`config.mk`:
```
export PLATFORM = sky130hd
export DESIGN_NAME = cvt_ready_seq
export DESIGN_NICKNAME = d
export VERILOG_FILES = /design/src/rtl/cvt_pkg.sv /design/src/rtl/cvt_period_timer.sv /design/src/rtl/cvt_ready_ctrl.sv /design/src/rtl/cvt_data_reg.sv /design/src/rtl/cvt_ready_seq.sv
export SDC_FILE = /design/constraint.sdc
export NUM_CORES = 1
export LEC_CHECK = 0
export BUFFER_PORTS_ARGS = -buffer_cell sky130_fd_sc_hd__buf_2
export CELL_PAD_IN_SITES_DETAIL_PLACEMENT = 0
export CELL_PAD_IN_SITES_GLOBAL_PLACEMENT = 1
export CORE_UTILIZATION = 35
export DETAILED_ROUTE_END_ITERATION = 7
export MAX_ROUTING_LAYER = met4
export PLACE_DENSITY = 0.65
export SLEW_MARGIN = 20
export SYNTH_ARGS = -nofsm -noshare
export SYNTH_HDL_FRONTEND = slang
export SYNTH_HIERARCHICAL = 1
export SYNTH_SLANG_ARGS = --single-unit
```
`constraint.sdc`:
```
create_clock -name clk -period 5.2 [get_ports clk]
set_input_delay 1.04 -clock clk [delete_from_list [all_inputs] [get_ports clk]]
set_output_delay 1.04 -clock clk [all_outputs]
set_load 0.02 [all_outputs]
```
`src/rtl/cvt_pkg.sv`:
```
package cvt_pkg;

    // Ready-line controller state
    typedef enum logic [1:0] {
        R_EMPTY = 2'd0,   // no unread word, ready inactive
        R_BLANK = 2'd1,   // new word replaced unread one, ready held inactive
        R_FULL  = 2'd2    // unread word present, ready active
    } rdy_state_e;

    // Events presented to the ready controller each cycle
    typedef struct packed {
        logic load;   // data register is updated on this edge
        logic read;   // host reads the data register on this edge
    } rdy_evt_t;

    // True when a zero-based count sits on the last cycle of a length
    function automatic logic is_last(input int unsigned cnt, input int unsigned len);
        return (cnt + 1) >= len;
    endfunction

    // Effective period with a floor applied
    function automatic int unsigned floor_period(input int unsigned req, input int unsigned minp);
        return (req < minp) ? minp : req;
    endfunction

endpackage

```
`src/rtl/cvt_period_timer.sv`:
```
module cvt_period_timer
    import cvt_pkg::*;
#(
    parameter int PERIOD_W   = 16,
    parameter int MIN_PERIOD = 1000,
    parameter int SETTLE_N   = 3
) (
    input  logic                clk,
    input  logic                rst_n,
    input  logic                hold,
    input  logic [PERIOD_W-1:0] period_cfg,
    output logic                load_o
);
    localparam int MIN_W = $clog2(MIN_PERIOD + 1);
    localparam int CNT_W = (PERIOD_W > MIN_W) ? PERIOD_W : MIN_W;
    localparam int SET_W = (SETTLE_N > 1) ? $clog2(SETTLE_N) : 1;

    logic [CNT_W-1:0] pcnt;
    logic [SET_W-1:0] scnt;
    logic             period_end;
    logic             settled;
    int unsigned      eff_len;

    always_comb begin
        eff_len    = floor_period(int'(period_cfg), MIN_PERIOD);
        period_end = is_last(int'(pcnt), eff_len);
        settled    = (int'(scnt) == SETTLE_N - 1);
        load_o     = !hold && period_end && settled;
    end

    always_ff @(posedge clk) begin
        if (!rst_n || hold) begin
            pcnt <= '0;
            scnt <= '0;
        end else if (period_end) begin
            pcnt <= '0;
            if (!settled) scnt <= scnt + 1'b1;
        end else begin
            pcnt <= pcnt + 1'b1;
        end
    end

endmodule

```
`src/rtl/cvt_ready_ctrl.sv`:
```
module cvt_ready_ctrl
    import cvt_pkg::*;
#(
    parameter int BLANK_CYC = 500
) (
    input  logic     clk,
    input  logic     rst_n,
    input  rdy_evt_t evt,
    output logic     rdy_n_o
);
    localparam int BW = $clog2(BLANK_CYC);

    rdy_state_e    state;
    logic [BW-1:0] bcnt;

    always_ff @(posedge clk) begin
        if (!rst_n) begin
            state <= R_EMPTY;
            bcnt  <= '0;
        end else if (evt.load) begin
            bcnt  <= '0;
            state <= (state == R_EMPTY) ? R_FULL : R_BLANK;
        end else if (evt.read) begin
            state <= R_EMPTY;
            bcnt  <= '0;
        end else if (state == R_BLANK) begin
            if (bcnt == BW'(BLANK_CYC - 1)) begin
                state <= R_FULL;
                bcnt  <= '0;
            end else begin
                bcnt <= bcnt + 1'b1;
            end
        end
    end

    assign rdy_n_o = (state != R_FULL);

    assert_blank_on_update_R5: assert property (@(posedge clk) disable iff (!rst_n)
        evt.load && state == R_FULL |=> rdy_n_o && state == R_BLANK);

    assert_read_clears_R6: assert property (@(posedge clk) disable iff (!rst_n)
        evt.read && !evt.load |=> rdy_n_o);

    assert_update_wins_R7: assert property (@(posedge clk) disable iff (!rst_n)
        evt.load && evt.read && !rdy_n_o |=> state == R_BLANK);

endmodule

```
`src/rtl/cvt_data_reg.sv`:
```
module cvt_data_reg #(
    parameter int DATA_W = 16
) (
    input  logic              clk,
    input  logic              rst_n,
    input  logic              load,
    output logic [DATA_W-1:0] data_o,
    output logic              upd_o
);
    always_ff @(posedge clk) begin
        if (!rst_n) begin
            data_o <= '0;
            upd_o  <= 1'b0;
        end else begin
            upd_o <= load;
            if (load) data_o <= data_o + 1'b1;
        end
    end

    assert_single_pulse_R11: assert property (@(posedge clk) disable iff (!rst_n)
        upd_o |=> !upd_o);

endmodule

```
`src/rtl/cvt_ready_seq.sv`:
```
module cvt_ready_seq
    import cvt_pkg::*;
#(
    parameter int PERIOD_W   = 16,
    parameter int DATA_W     = 16,
    parameter int MIN_PERIOD = 1000,
    parameter int BLANK_CYC  = 500,
    parameter int SETTLE_N   = 3
) (
    input  logic                clk,
    input  logic                hw_reset_n,
    input  logic                sync_bit,
    input  logic                stby_bit,
    input  logic [PERIOD_W-1:0] period_cfg,
    input  logic                rd_strobe,
    output logic                rdy_n,
    output logic                upd_pulse,
    output logic [DATA_W-1:0]   data_out,
    output logic                acc_block
);
    logic     hold;
    logic     load;
    rdy_evt_t evt;

    assign hold     = sync_bit || stby_bit;
    assign evt.load = load;
    assign evt.read = rd_strobe;

    cvt_period_timer #(
        .PERIOD_W  (PERIOD_W),
        .MIN_PERIOD(MIN_PERIOD),
        .SETTLE_N  (SETTLE_N)
    ) u_timer (
        .clk       (clk),
        .rst_n     (hw_reset_n),
        .hold      (hold),
        .period_cfg(period_cfg),
        .load_o    (load)
    );

    cvt_ready_ctrl #(
        .BLANK_CYC(BLANK_CYC)
    ) u_ready (
        .clk    (clk),
        .rst_n  (hw_reset_n),
        .evt    (evt),
        .rdy_n_o(rdy_n)
    );

    cvt_data_reg #(
        .DATA_W(DATA_W)
    ) u_data (
        .clk   (clk),
        .rst_n (hw_reset_n),
        .load  (load),
        .data_o(data_out),
        .upd_o (upd_pulse)
    );

    always_ff @(posedge clk) begin
        acc_block <= !hw_reset_n;
    end

    assert_reset_defaults_R8: assert property (@(posedge clk)
        !hw_reset_n |=> rdy_n && acc_block && data_out == '0 && !upd_pulse);

    assert_sync_keeps_ready_R4: assert property (@(posedge clk) disable iff (!hw_reset_n)
        sync_bit && !rd_strobe && !rdy_n |=> !rdy_n);

    assert_sync_freezes_word_R3: assert property (@(posedge clk) disable iff (!hw_reset_n)
        sync_bit |=> $stable(data_out));

    assert_standby_keeps_word_R9: assert property (@(posedge clk) disable iff (!hw_reset_n)
        stby_bit |=> $stable(data_out) && !upd_pulse);

endmodule

```
==> impl_metrics.json, run 1 <==
{
  "ir_drop_mv": 0.09725,
  "die_height_um": 89.96,
  "vias_per_cell": 4.853,
  "cts.sinks": 47,
  "finClkSkew_ns": 0.007809,
  "vias": 2179,
  "grt_antenna_before_repair": 0,
  "crit_buf_inv": 4,
  "pre_cts_slack_ns": 0.7764,
  "port_buffers": 39,
  "final_core_util_pct": 42.24,
  "grt_pass1_vias": 2005,
  "r2r_cells": 15,
  "endpoint": "u_data/data_o[13]$_SDFFE_PN0P_",
  "avgSynthCellArea_um2": 8.820,
  "rr_startpoint": "u_timer/pcnt[2]$_SDFF_PP0_",
  "gr-total-overflow": 0,
  "crit_path_start_kind": "primary input",
  "synth-edff-count": 0,
  "drc": 0,
  "slowest_delay_ns": 0.37,
  "area_growth_pct": 14.97,
  "drive_gt1_share_pct": 17.71,
  "dieWidth_um": 89.96,
  "io_pins": 40,
  "drtAntennaViolNets": 0,
  "required_ns": 5.43,
  "power.total_mw": 0.6548,
  "wirelength_um": 5424,
  "die_area_um2": 8092,
  "worst_slew_pin_slew_ns": 0.7872,
  "core_area_um2": 7370,
  "cp-startpoint": "period_cfg[12]",
  "hp-class": "flip-flop to flip-flop",
  "critPathKind": "primary input to flip-flop",
  "synth_area_um2": 2708,
  "grt_max_degree": 17,
  "p_leak_nw": 1.287,
  "dpl.cell_count": 442,
  "post-route-period-util_pct": 78.56,
  "routedWlPerCell_um": 12.08,
  "critical-path-slowest-cell": "or3b_1",
  "drt_pass1_iterations": 4,
  "path_max_fanout": 10,
  "antenna_cells": 0,
  "reg2reg_to": "u_data/data_o[13]$_SDFFE_PN0P_",
  "cap_violations": 0,
  "postCtsHoldBufs": 0,
  "cts_root_buf": "clkbuf_8",
  "post_cts.repair.setup_buffers": 0,
  "synth_seq_cells": 47,
  "synth-async-reset-ratio_pct": 0,
  "synthTopCellsByArea": "dfxtp_1 35%, ha_1 9.2%, xnor2_1 6.1%, nor2_1 4.2%, nor2b_1 3.9%",
  "reg2reg_setup_slack_ns": 1.23,
  "initial_utilization_pct": 36.74,
  "finalHoldViolCount": 0,
  "outcome": "finished clean",
  "gp_congestion": 0.7687,
  "setup_viol": 0,
  "clk_path_buf_depth": 2,
  "synth_cell_types": 54,
  "ys_seq_area_share_pct": 34.75,
  "syn_inst": 307,
  "num_rows": 31,
  "period_needed_ns": 4.085,
  "path_cells": "buf_2, inv_1, nand4_1, nor3_1, buf_4, o21ai_0, nor2b_1, ha_1, nand4_1, nor4_1, o31ai_1, o211ai_1, and3b_1, buf_4, nand4_4, nor4_4, or3b_1, a21oi_1",
  "cts.reportedPaths.clkPinSlew_ns": 0.09,
  "power_density_nw_per_um2": 210.4,
  "slew_viol_final": 0,
  "worstPathArrival_ns": 4.32,
  "crit_family": "simple AND/OR/NAND/NOR gates",
  "drtIter0Drc": 50,
  "grt_pass1_wl_um": 9266,
  "stdcell_count": 449,
  "tns_ns": 0,
  "rsz0062_at_grt": "no",
  "place.detailed.hpwl_um": 4203,
  "fin_nets": 391,
  "synth_top_area_share_pct": 34.75,
  "synth_nets": 348,
  "htreeDepth": 2,
  "worst-path-stages": 18,
  "max_freq_mhz": 244.8,
  "cts_tree": "done",
  "synth_top_area_cell": "dfxtp_1",
  "cts_resized": 0,
  "setup.worst_path.end_class": "flip-flop",
  "clock_latency_ns": 0.30,
  "cts_buffers": 5,
  "synth_warnings": 6,
  "synth_flop_cell": "dfxtp_1",
  "slew_headroom_pct": 47.52,
  "setup_slack_ns": 1.115,
  "grt_usage_pct": 14.56
}
[sequential cells by signal, indices dropped and copies added, names as in the netlist]
register and count:
u_timer/scnt 2, u_data/upd_o 1, u_ready/bcnt 9, u_timer/pcnt 16
acc_block 1, u_ready/state 2, u_data/data_o 16
[how the worst min path moves through the flow]
stage / slack, ns / startpoint / end / depth (start not counted)
6_report: 0.47 / u_timer/scnt[0]$_SDFFE_PP0P_ / u_timer/scnt[0]$_SDFFE_PP0P_ / 2
5_1_grt: 0.50 / u_timer/scnt[1]$_SDFFE_PP0P_ / u_timer/scnt[1]$_SDFFE_PP0P_ / 2
4_1_cts: 0.47 / u_timer/scnt[1]$_SDFFE_PP0P_ / u_timer/scnt[1]$_SDFFE_PP0P_ / 2
3_5_place_dp: 0.45 / u_timer/scnt[1]$_SDFFE_PP0P_ / u_timer/scnt[1]$_SDFFE_PP0P_ / 2
3_3_place_gp: 0.44 / u_timer/scnt[0]$_SDFFE_PP0P_ / u_timer/scnt[0]$_SDFFE_PP0P_ / 2
2_1_floorplan: 0.43 / u_timer/scnt[0]$_SDFFE_PP0P_ / u_timer/scnt[0]$_SDFFE_PP0P_ / 2
[cells in the mapped netlist (all sizes together), types with 3 or more instances]
cell type   n
a21oi       8
and2        4
and3        3
and4        3
buf         3
dfxtp      47
ha         20
inv        18
mux2i       7
nand2      29
nand2b      3
nand3      17
nand4      12
nor2       30
nor2b      17
nor3        6
nor4        5
o21ai       9
o31ai       3
or2         3
or3         4
xnor2      19
xor2        9
[worst min-delay path, delay by kind of cell, from the launching register on]
family	cells	cell delay, ns
simple gates	1	0.05
mux	1	0.05
flops	1	0.32
[kinds of logic after synthesis]
kind of cell,Yosys count,share of synthesized area [%]
AO/OA/AOI/OAI,35,9.750
XOR/XNOR,28,9.057
adder cells (fa/ha/maj),20,9.242
buffers and inverters,23,3.650
flip-flops,47,34.75
multiplexers,7,2.588
AND/OR/NAND/NOR,147,30.96
[area by class of cell]
class	instances	area [µm²]
Clock buffer	6	72.57
Clock inverter	1	30.03
Fill cell	768	4257
Inverter	18	67.56
Multi-Input combinational cell	237	1668
Sequential cell	47	940.9
Tap cell	99	123.9
Timing Repair Buffer	41	210.2
[cell usage in the layout (no fill, tap or decap), types with 2 or more instances in the layout]
master	count
dfxtp_1	47
buf_2	39
nor2_1	30
nand2_1	28
ha_1	20
xnor2_1	19
inv_1	18
nand3_1	17
nor2b_1	17
nand4_1	9
xor2_1	9
a21oi_1	8
o21ai_0	7
mux2i_1	7
nor3_1	6
clkbuf_8	5
or3_1	4
nor4_1	4
and2_1	4
and3_1	3
nand2b_1	3
o31ai_1	3
buf_4	2
nand4_4	2
or2_2	2
and2b_1	2
and3b_1	2
nor3b_1	2
o211ai_1	2
o21ai_1	2
and4_1	2
a211oi_1	2
[metal layers]
metal	up-vias	part of all wire, %	track usage (%)
met5	-	0	-
met4	0	1.3	4.839
met3	6	3.6	3.299
met2	45	43	22.05
met1	968	52	19.18
li1	1160	-	-
[power by group]
group | internal [mW] | switching, mW | leakage, nW
clock | 0.141 | 0.121 | 0.0513
combinational | 0.0133 | 0.0187 | 0.857
sequential | 0.360 | 0.000780 | 0.379
[per-stage QoR]
step	hold WS, ns	area, µm²
2_1_floorplan	0.4347	2708
3_3_place_gp	0.4440	3010
3_5_place_dp	0.4505	3010
4_1_cts	0.4702	3113
5_1_grt	0.5039	3113
6_report	0.4671	3113
Power figures use the tool's default switching activity.
==> run 2, diff against run 1 <==
--- a/config.mk
+++ b/config.mk
@@ -5,13 +5,14 @@
 export SDC_FILE = /design/constraint.sdc
 export NUM_CORES = 1
 export LEC_CHECK = 0
+export ABC_AREA = 1
 export BUFFER_PORTS_ARGS = -buffer_cell sky130_fd_sc_hd__buf_2
 export CELL_PAD_IN_SITES_DETAIL_PLACEMENT = 0
 export CELL_PAD_IN_SITES_GLOBAL_PLACEMENT = 1
 export CORE_UTILIZATION = 35
 export DETAILED_ROUTE_END_ITERATION = 7
 export MAX_ROUTING_LAYER = met4
-export PLACE_DENSITY = 0.65
+export PLACE_DENSITY = 0.7
 export SLEW_MARGIN = 20
 export SYNTH_ARGS = -nofsm -noshare
 export SYNTH_HDL_FRONTEND = slang
==> constraint.sdc (replaced) <==
create_clock -name clk -period 3.6 [get_ports clk]
set_input_delay 0.72 -clock clk [delete_from_list [all_inputs] [get_ports clk]]
set_output_delay 0.72 -clock clk [all_outputs]
set_load 0.02 [all_outputs]
==> run 2 against run 1 <==
Net effect:
- clock-buffer cell count did not move
- worst hold slack got worse by 0.0042 ns
- critical path depth rose by 5
- core utilization fell by 0.15 points
- global-route usage rose by 1.8 points
- cell count rose by 31%
- sequential cell count did not move
- synthesized area rose by 10%
- total power rose by 38%
- synthesized cell count rose by 41%
==> impl_metrics.json, run 2 <==
{
  "outcome": "finished clean",
  "io_pins": 40,
  "min_from": "u_timer/pcnt[0]$_SDFF_PP0_",
  "rr_startpoint": "u_timer/pcnt[0]$_SDFF_PP0_",
  "drt_pass1_iterations": 4,
  "avgSynthCellArea_um2": 6.905,
  "ys_seq_area_share_pct": 31.54,
  "worstPathArrival_ns": 3.45,
  "vias": 2684,
  "gp_congestion": 0.8027,
  "drtAntennaViolNets": 0,
  "initial_utilization_pct": 36.30,
  "drc": 0,
  "critical-path-slowest-cell": "dfxtp_2",
  "core_area_um2": 8217,
  "path_cells": "ha_1, nand2_1, nor2_2, buf_4, nand2_2, xor2_1, inv_1, ha_1, nand2_1, nor2_1, nand2_1, o21ai_0, nand2_1, nand3_2, nand2_1, inv_2, nand2_1, nor2_2, nand2_1, nor2_1, nand3_1, nand2_1, nor2_1",
  "antenna_cells": 0,
  "yosysMostFrequentCell": "nand2_1",
  "synth_nets": 473,
  "cts_buffers": 5,
  "gr-total-overflow": 0,
  "port_buffers": 39,
  "synth_flop_cell": "dfxtp_1",
  "num_rows": 33,
  "period_needed_ns": 3.244,
  "slew_viol_final": 0,
  "area_growth_pct": 15.94,
  "critPathKind": "flip-flop to flip-flop",
  "required_ns": 3.80,
  "post-route-period-util_pct": 90.11,
  "routedWlPerCell_um": 10.85,
  "max_freq_mhz": 308.3,
  "mostFrequentLayoutCell": "nand2_1",
  "ys_top_cells_by_count": "90 x nand2_1, 74 x inv_1, 70 x nor2_1",
  "p_leak_nw": 1.610,
  "postCtsHoldBufs": 0,
  "finalHoldViolCount": 0,
  "grt_pass1_wl_um": 11140,
  "path_max_fanout": 7,
  "synth_top_area_cell": "dfxtp_1",
  "layout_common_cells": "90 x nand2_1, 73 x inv_1, 68 x nor2_1, 46 x dfxtp_1, 39 x buf_2",
  "htreeDepth": 2,
  "grt_usage_pct": 16.34,
  "ir_drop_mv": 0.1615,
  "dpl.cell_count": 581,
  "die_height_um": 94.32,
  "cap_violations": 0,
  "place.detailed.hpwl_um": 5141,
  "die_area_um2": 8895,
  "cp-startpoint": "u_timer/pcnt[0]$_SDFF_PP0_",
  "cts.reportedPaths.clkPinSlew_ns": 0.10,
  "finClkSkew_ns": 0.01386,
  "synth_area_um2": 2983,
  "drtIter0Drc": 48,
  "crit_path_start_kind": "flip-flop",
  "clk_path_buf_depth": 2,
  "power_density_nw_per_um2": 261.9,
  "grt_pass1_vias": 2519,
  "multiInputGateArea_um2": 1743,
  "dieWidth_um": 94.32,
  "hp-class": "flip-flop to flip-flop",
  "rsz0062_at_grt": "no",
  "synth-edff-count": 0,
  "seqCellArea_um2": 942.2,
  "setup.worst_path.end_class": "flip-flop",
  "vias_per_cell": 4.549,
  "synth_warnings": 6,
  "cp_common_cell": "nand2_1",
  "cts_root_buf": "clkbuf_8",
  "clock_latency_ns": 0.30,
  "cts_tree": "done",
  "cts.sinks": 47,
  "worst_slew_pin_slew_ns": 0.3527,
  "slowest_delay_ns": 0.36,
  "drive_gt1_share_pct": 21.03,
  "slew_headroom_pct": 76.31,
  "synth_seq_cells": 47,
  "wirelength_um": 6399,
  "crit_buf_inv": 3,
  "setup_viol": 0,
  "synth_top_area_share_pct": 31.54,
  "grt_max_degree": 19,
  "fin_nets": 525,
  "syn_inst": 432,
  "synthTopCellsByArea": "dfxtp_1 32%, nand2_1 11%, inv_1 9.3%, nor2_1 8.8%, ha_1 8.4%",
  "whs_ns": 0.4629,
  "synth_cell_types": 35,
  "top_regs": "u_data/data_o: 16 flops, u_timer/pcnt: 16 flops, u_ready/bcnt: 9 flops",
  "grt_antenna_before_repair": 0,
  "crit_family": "simple AND/OR/NAND/NOR gates",
  "synth-async-reset-ratio_pct": 0,
  "nFillCells": 892,
  "stdcell_count": 590
}
==> run 2: cell count changes after synthesis, sizes merged, moves of 7 or more <==
cell | before | now
nand2 | 29 | 98
nor2 | 30 | 94
inv | 18 | 77
xnor2 | 19 | 1
nor2b | 17 | 1
a21oi | 8 | 15
mux2i | 7 | 0
nand3 | 17 | 24
==> run 2: power breakdown <==
group / switching (mW) / internal, mW
Clock: 0.190 / 0.140
Sequential: 0.000934 / 0.521
Combinational: 0.0329 / 0.0211
==> run 2: routing by layer <==
layer	global-route usage (%)	vias up	wire [µm]
met5	-	-	0
met4	4.359	0	53
met3	2.913	8	142
met2	28.08	29	3205
met1	19.52	1203	2998
li1	-	1444	-
==> run 2: worst register-to-register path, delay by kind of cell, from the launching register on <==
kind | cells | cell delay, ns
compound gates | 1 | 0.16
xor+xnor | 1 | 0.29
fa+ha+maj | 2 | 0.51
buf+inv | 3 | 0.33
flops | 1 | 0.36
simple gates | 16 | 1.52
==> run 2: cell families (layout without fill, tap and decap cells) <==
group,after synthesis,in the layout,synth area share (%)
adder cells (fa/ha/maj),20,20,8.389
flip-flops,47,47,31.54
buffers and inverters,80,133,10.78
AO/OA/AOI/OAI,31,31,5.830
AND/OR/NAND/NOR,241,241,39.64
XOR/XNOR,13,13,3.817
==> run 2: area by class of cell <==
cell class | instances | share of cell area [%]
Multi-Input combinational cell | 305 | 50.40
Sequential cell | 47 | 27.24
Inverter | 77 | 8.357
Clock buffer | 6 | 2.098
Timing Repair Buffer | 48 | 7.598
Clock inverter | 2 | 0.5065
Tap cell | 105 | 3.799
==> run 2: path summary, 6_finish.rpt <==
kind	endpoint	slack, ns	depth (start not counted)
max	u_data/data_o[13]$_SDFFE_PN0P_	0.36	23
max reg2reg	u_data/data_o[13]$_SDFFE_PN0P_	0.36	23
min	u_timer/pcnt[0]$_SDFF_PP0_	0.46	1
min reg2reg	u_timer/pcnt[0]$_SDFF_PP0_	0.46	1
==> run 2: through the flow <==
step / power [mW] / setup TNS, ns / instance area (µm²) / utilization [%] / worst slack (ns)
final: 0.9058 / 0 / 3458 / 42.09 / 0.3562
after detailed placement: 0.5889 / -0.4718 / 3337 / 40.61 / -0.1038
after floorplan: 0.5677 / 0 / 2983 / - / 0.3444
after global routing: 0.9531 / 0 / 3458 / 42.09 / 0.05371
after global placement: 0.5888 / 0 / 3337 / 40.61 / 0.01222
after CTS: 0.9240 / 0 / 3427 / 41.71 / 0.09455
==> run 2: what timing repair did <==
| action | 4_1_cts | 5_1_grt |
|---|---|---|
| resized for setup | 0 | 7 |
| buffers inserted | 0 | 1 |
| endpoints found under the setup margin | 0 | 22 |
==> run 3, diff against run 2 <==
--- a/config.mk
+++ b/config.mk
@@ -12,7 +12,7 @@
 export CORE_UTILIZATION = 35
 export DETAILED_ROUTE_END_ITERATION = 7
 export MAX_ROUTING_LAYER = met4
-export PLACE_DENSITY = 0.7
+export PLACE_DENSITY = 0.69
 export SLEW_MARGIN = 20
 export SYNTH_ARGS = -nofsm -noshare
 export SYNTH_HDL_FRONTEND = slang
==> run 3 against run 2 <==
Net effect:
- cell count up 0.17%
- total power up 8.3%
- sequential share of layout area down 0.37 points
- wire length up 0.28%
- combinational power up 3.9%
- setup slack worse by 0.012 ns
- sequential power about the same
- core utilization up 0.69 points
- maximum frequency down 0.38%
- critical endpoint unchanged
- largest cell class unchanged
- largest power group unchanged
==> impl_metrics.json, run 3 (synthesized netlist as in run 2, its figures left out) <==
{
  "setup.worst_path.end_class": "flip-flop",
  "drtAntennaViolNets": 0,
  "grt_pass1_wl_um": 11000,
  "top_regs": "u_data/data_o: 16 flops, u_timer/pcnt: 16 flops, u_ready/bcnt: 9 flops",
  "die_area_um2": 8895,
  "period_needed_ns": 3.256,
  "num_rows": 33,
  "mostFrequentLayoutCell": "nand2_1",
  "reg2reg_setup_slack_ns": 0.34,
  "stdcell_count": 591,
  "grt_pass1_vias": 2498,
  "reg2reg_to": "u_data/data_o[13]$_SDFFE_PN0P_",
  "finClkSkew_ns": 0.008702,
  "r2r_cells": 24,
  "rr_startpoint": "u_timer/pcnt[0]$_SDFF_PP0_",
  "port_buffers": 39,
  "io_pins": 40,
  "worst_slew_pin_slew_ns": 0.5175,
  "crit_path_start_kind": "flip-flop",
  "max_freq_mhz": 307.1,
  "holdPathStages": 2,
  "gr-total-overflow": 0,
  "outcome": "finished clean",
  "critPathKind": "flip-flop to flip-flop",
  "grt_antenna_before_repair": 0,
  "slew_headroom_pct": 65.43,
  "slew_viol_final": 0,
  "clk_path_buf_depth": 2,
  "layout_common_cells": "89 x nand2_1, 73 x inv_1, 65 x nor2_1, 46 x dfxtp_1, 39 x buf_2",
  "path_max_fanout": 5,
  "area_growth_pct": 17.83,
  "p_leak_nw": 1.621,
  "drtIter0Drc": 65,
  "core_area_um2": 8217,
  "drc": 0,
  "nFillCells": 882,
  "cts_root_buf": "clkbuf_8",
  "ir_drop_mv": 0.2328,
  "drive_gt1_share_pct": 22.43,
  "cts_tree": "done",
  "gp_congestion": 0.8563,
  "cts.sinks": 47,
  "vias": 2672,
  "drt_pass1_iterations": 4,
  "cts_buffers": 5,
  "worstPathArrival_ns": 3.46,
  "postCtsHoldBufs": 0,
  "min_to": "u_ready/bcnt[7]$_SDFFE_PP0N_",
  "finalHoldViolCount": 0,
  "tns_ns": 0,
  "grt_usage_pct": 16.18,
  "min_from": "u_ready/bcnt[7]$_SDFFE_PP0N_",
  "htreeDepth": 2,
  "place.detailed.hpwl_um": 5053,
  "fin_nets": 526,
  "clock_latency_ns": 0.30,
  "cts.reportedPaths.clkPinSlew_ns": 0.10,
  "routedWlPerCell_um": 10.86,
  "power_density_nw_per_um2": 279.1,
  "wirelength_um": 6417,
  "antenna_cells": 0,
  "hp-class": "flip-flop to flip-flop",
  "setup_viol": 0,
  "vias_per_cell": 4.521,
  "required_ns": 3.80,
  "dpl.cell_count": 580,
  "post-route-period-util_pct": 90.45,
  "initial_utilization_pct": 36.30,
  "die_height_um": 94.32,
  "grt_max_degree": 19,
  "cap_violations": 0,
  "dieWidth_um": 94.32
}
## run 3: stage by stage
step	worst slack [ns]	hold WS (ns)	power [mW]	utilization (%)	instance area, µm²
2_1_floorplan	0.3444	0.4552	0.5677	-	2983
3_3_place_gp	0.04511	0.4725	0.5892	40.52	3329
3_5_place_dp	-0.09987	0.4767	0.5890	40.52	3329
4_1_cts	0.004893	0.4932	1.002	41.92	3445
5_1_grt	-0.005635	0.5367	1.031	42.77	3515
6_report	0.3437	0.4902	0.9809	42.77	3515
## run 3: metal layers
metal	share of wire (%)	wire (µm)	vias to the layer above	track usage, %
met5	0	0	-	-
met4	0.36	23	0	4.231
met3	2.0	130	2	2.670
met2	50	3204	26	27.23
met1	48	3060	1197	19.98
li1	-	-	1447	-
## run 3: worst max-delay path, stage by stage (launching register included)
cell and delay (ns):
dfxtp_4 0.36, ha_2 0.17, nand2_1 0.09, nor2_2 0.14, inv_1 0.09, nor2_2 0.15, nand4_1 0.17, xor2_2 0.23
inv_1 0.07, ha_1 0.30, nand2_1 0.06, nor2_2 0.10, nand2_1 0.07, nor2_2 0.15, nand2_4 0.07, nand3_2 0.11
nand2_1 0.07, inv_2 0.11, nand2_2 0.08, nor2_4 0.16, nand2_1 0.09, nor2_2 0.11, nand3_1 0.07, nand2_1 0.07
nor2_1 0.04
## run 3: cell type report
| cell class | instances | area (µm²) | share of cell area (%) |
|---|---|---|---|
| multi-input combinational | 305 | 1760 | 50.09 |
| sequential | 47 | 944.7 | 26.88 |
| inverter | 77 | 289.0 | 8.224 |
| timing repair buffer | 49 | 274.0 | 7.796 |
| tap | 105 | 131.4 | 3.738 |
| clock buffer | 5 | 68.82 | 1.958 |
| clock inverter | 3 | 46.29 | 1.317 |
## run 3: what timing repair did
| item | in CTS | in global routing |
|---|---|---|
| resized for setup | 0 | 17 |
| hold endpoints to repair | 0 | 0 |
| setup buffers | 0 | 3 |
| endpoints found under the setup margin | 0 | 26 |
## run 3: worst max-delay path by stage
stage / from / to / slack [ns] / cells after the start
5_1_grt: u_timer/pcnt[0]$_SDFF_PP0_ / u_data/data_o[9]$_SDFFE_PN0P_ / -0.006 / 24
3_3_place_gp: period_cfg[12] / u_data/data_o[13]$_SDFFE_PN0P_ / 0.05 / 24
2_1_floorplan: u_timer/pcnt[0]$_SDFF_PP0_ / u_data/data_o[13]$_SDFFE_PN0P_ / 0.34 / 25
3_5_place_dp: period_cfg[15] / u_data/data_o[13]$_SDFFE_PN0P_ / -0.1 / 24
4_1_cts: u_timer/pcnt[0]$_SDFF_PP0_ / u_data/data_o[13]$_SDFFE_PN0P_ / 0.005 / 24
6_report: u_timer/pcnt[0]$_SDFF_PP0_ / u_data/data_o[13]$_SDFFE_PN0P_ / 0.34 / 24
## run 3: report_power, final
part | leakage [nW] | total [mW] | internal [mW] | switching [mW]
clock | 0.0548 | 0.404 | 0.209 | 0.195
combinational | 1.19 | 0.0561 | 0.0222 | 0.0339
sequential | 0.380 | 0.521 | 0.520 | 0.000608
total | 1.62 | 0.981 | 0.752 | 0.229
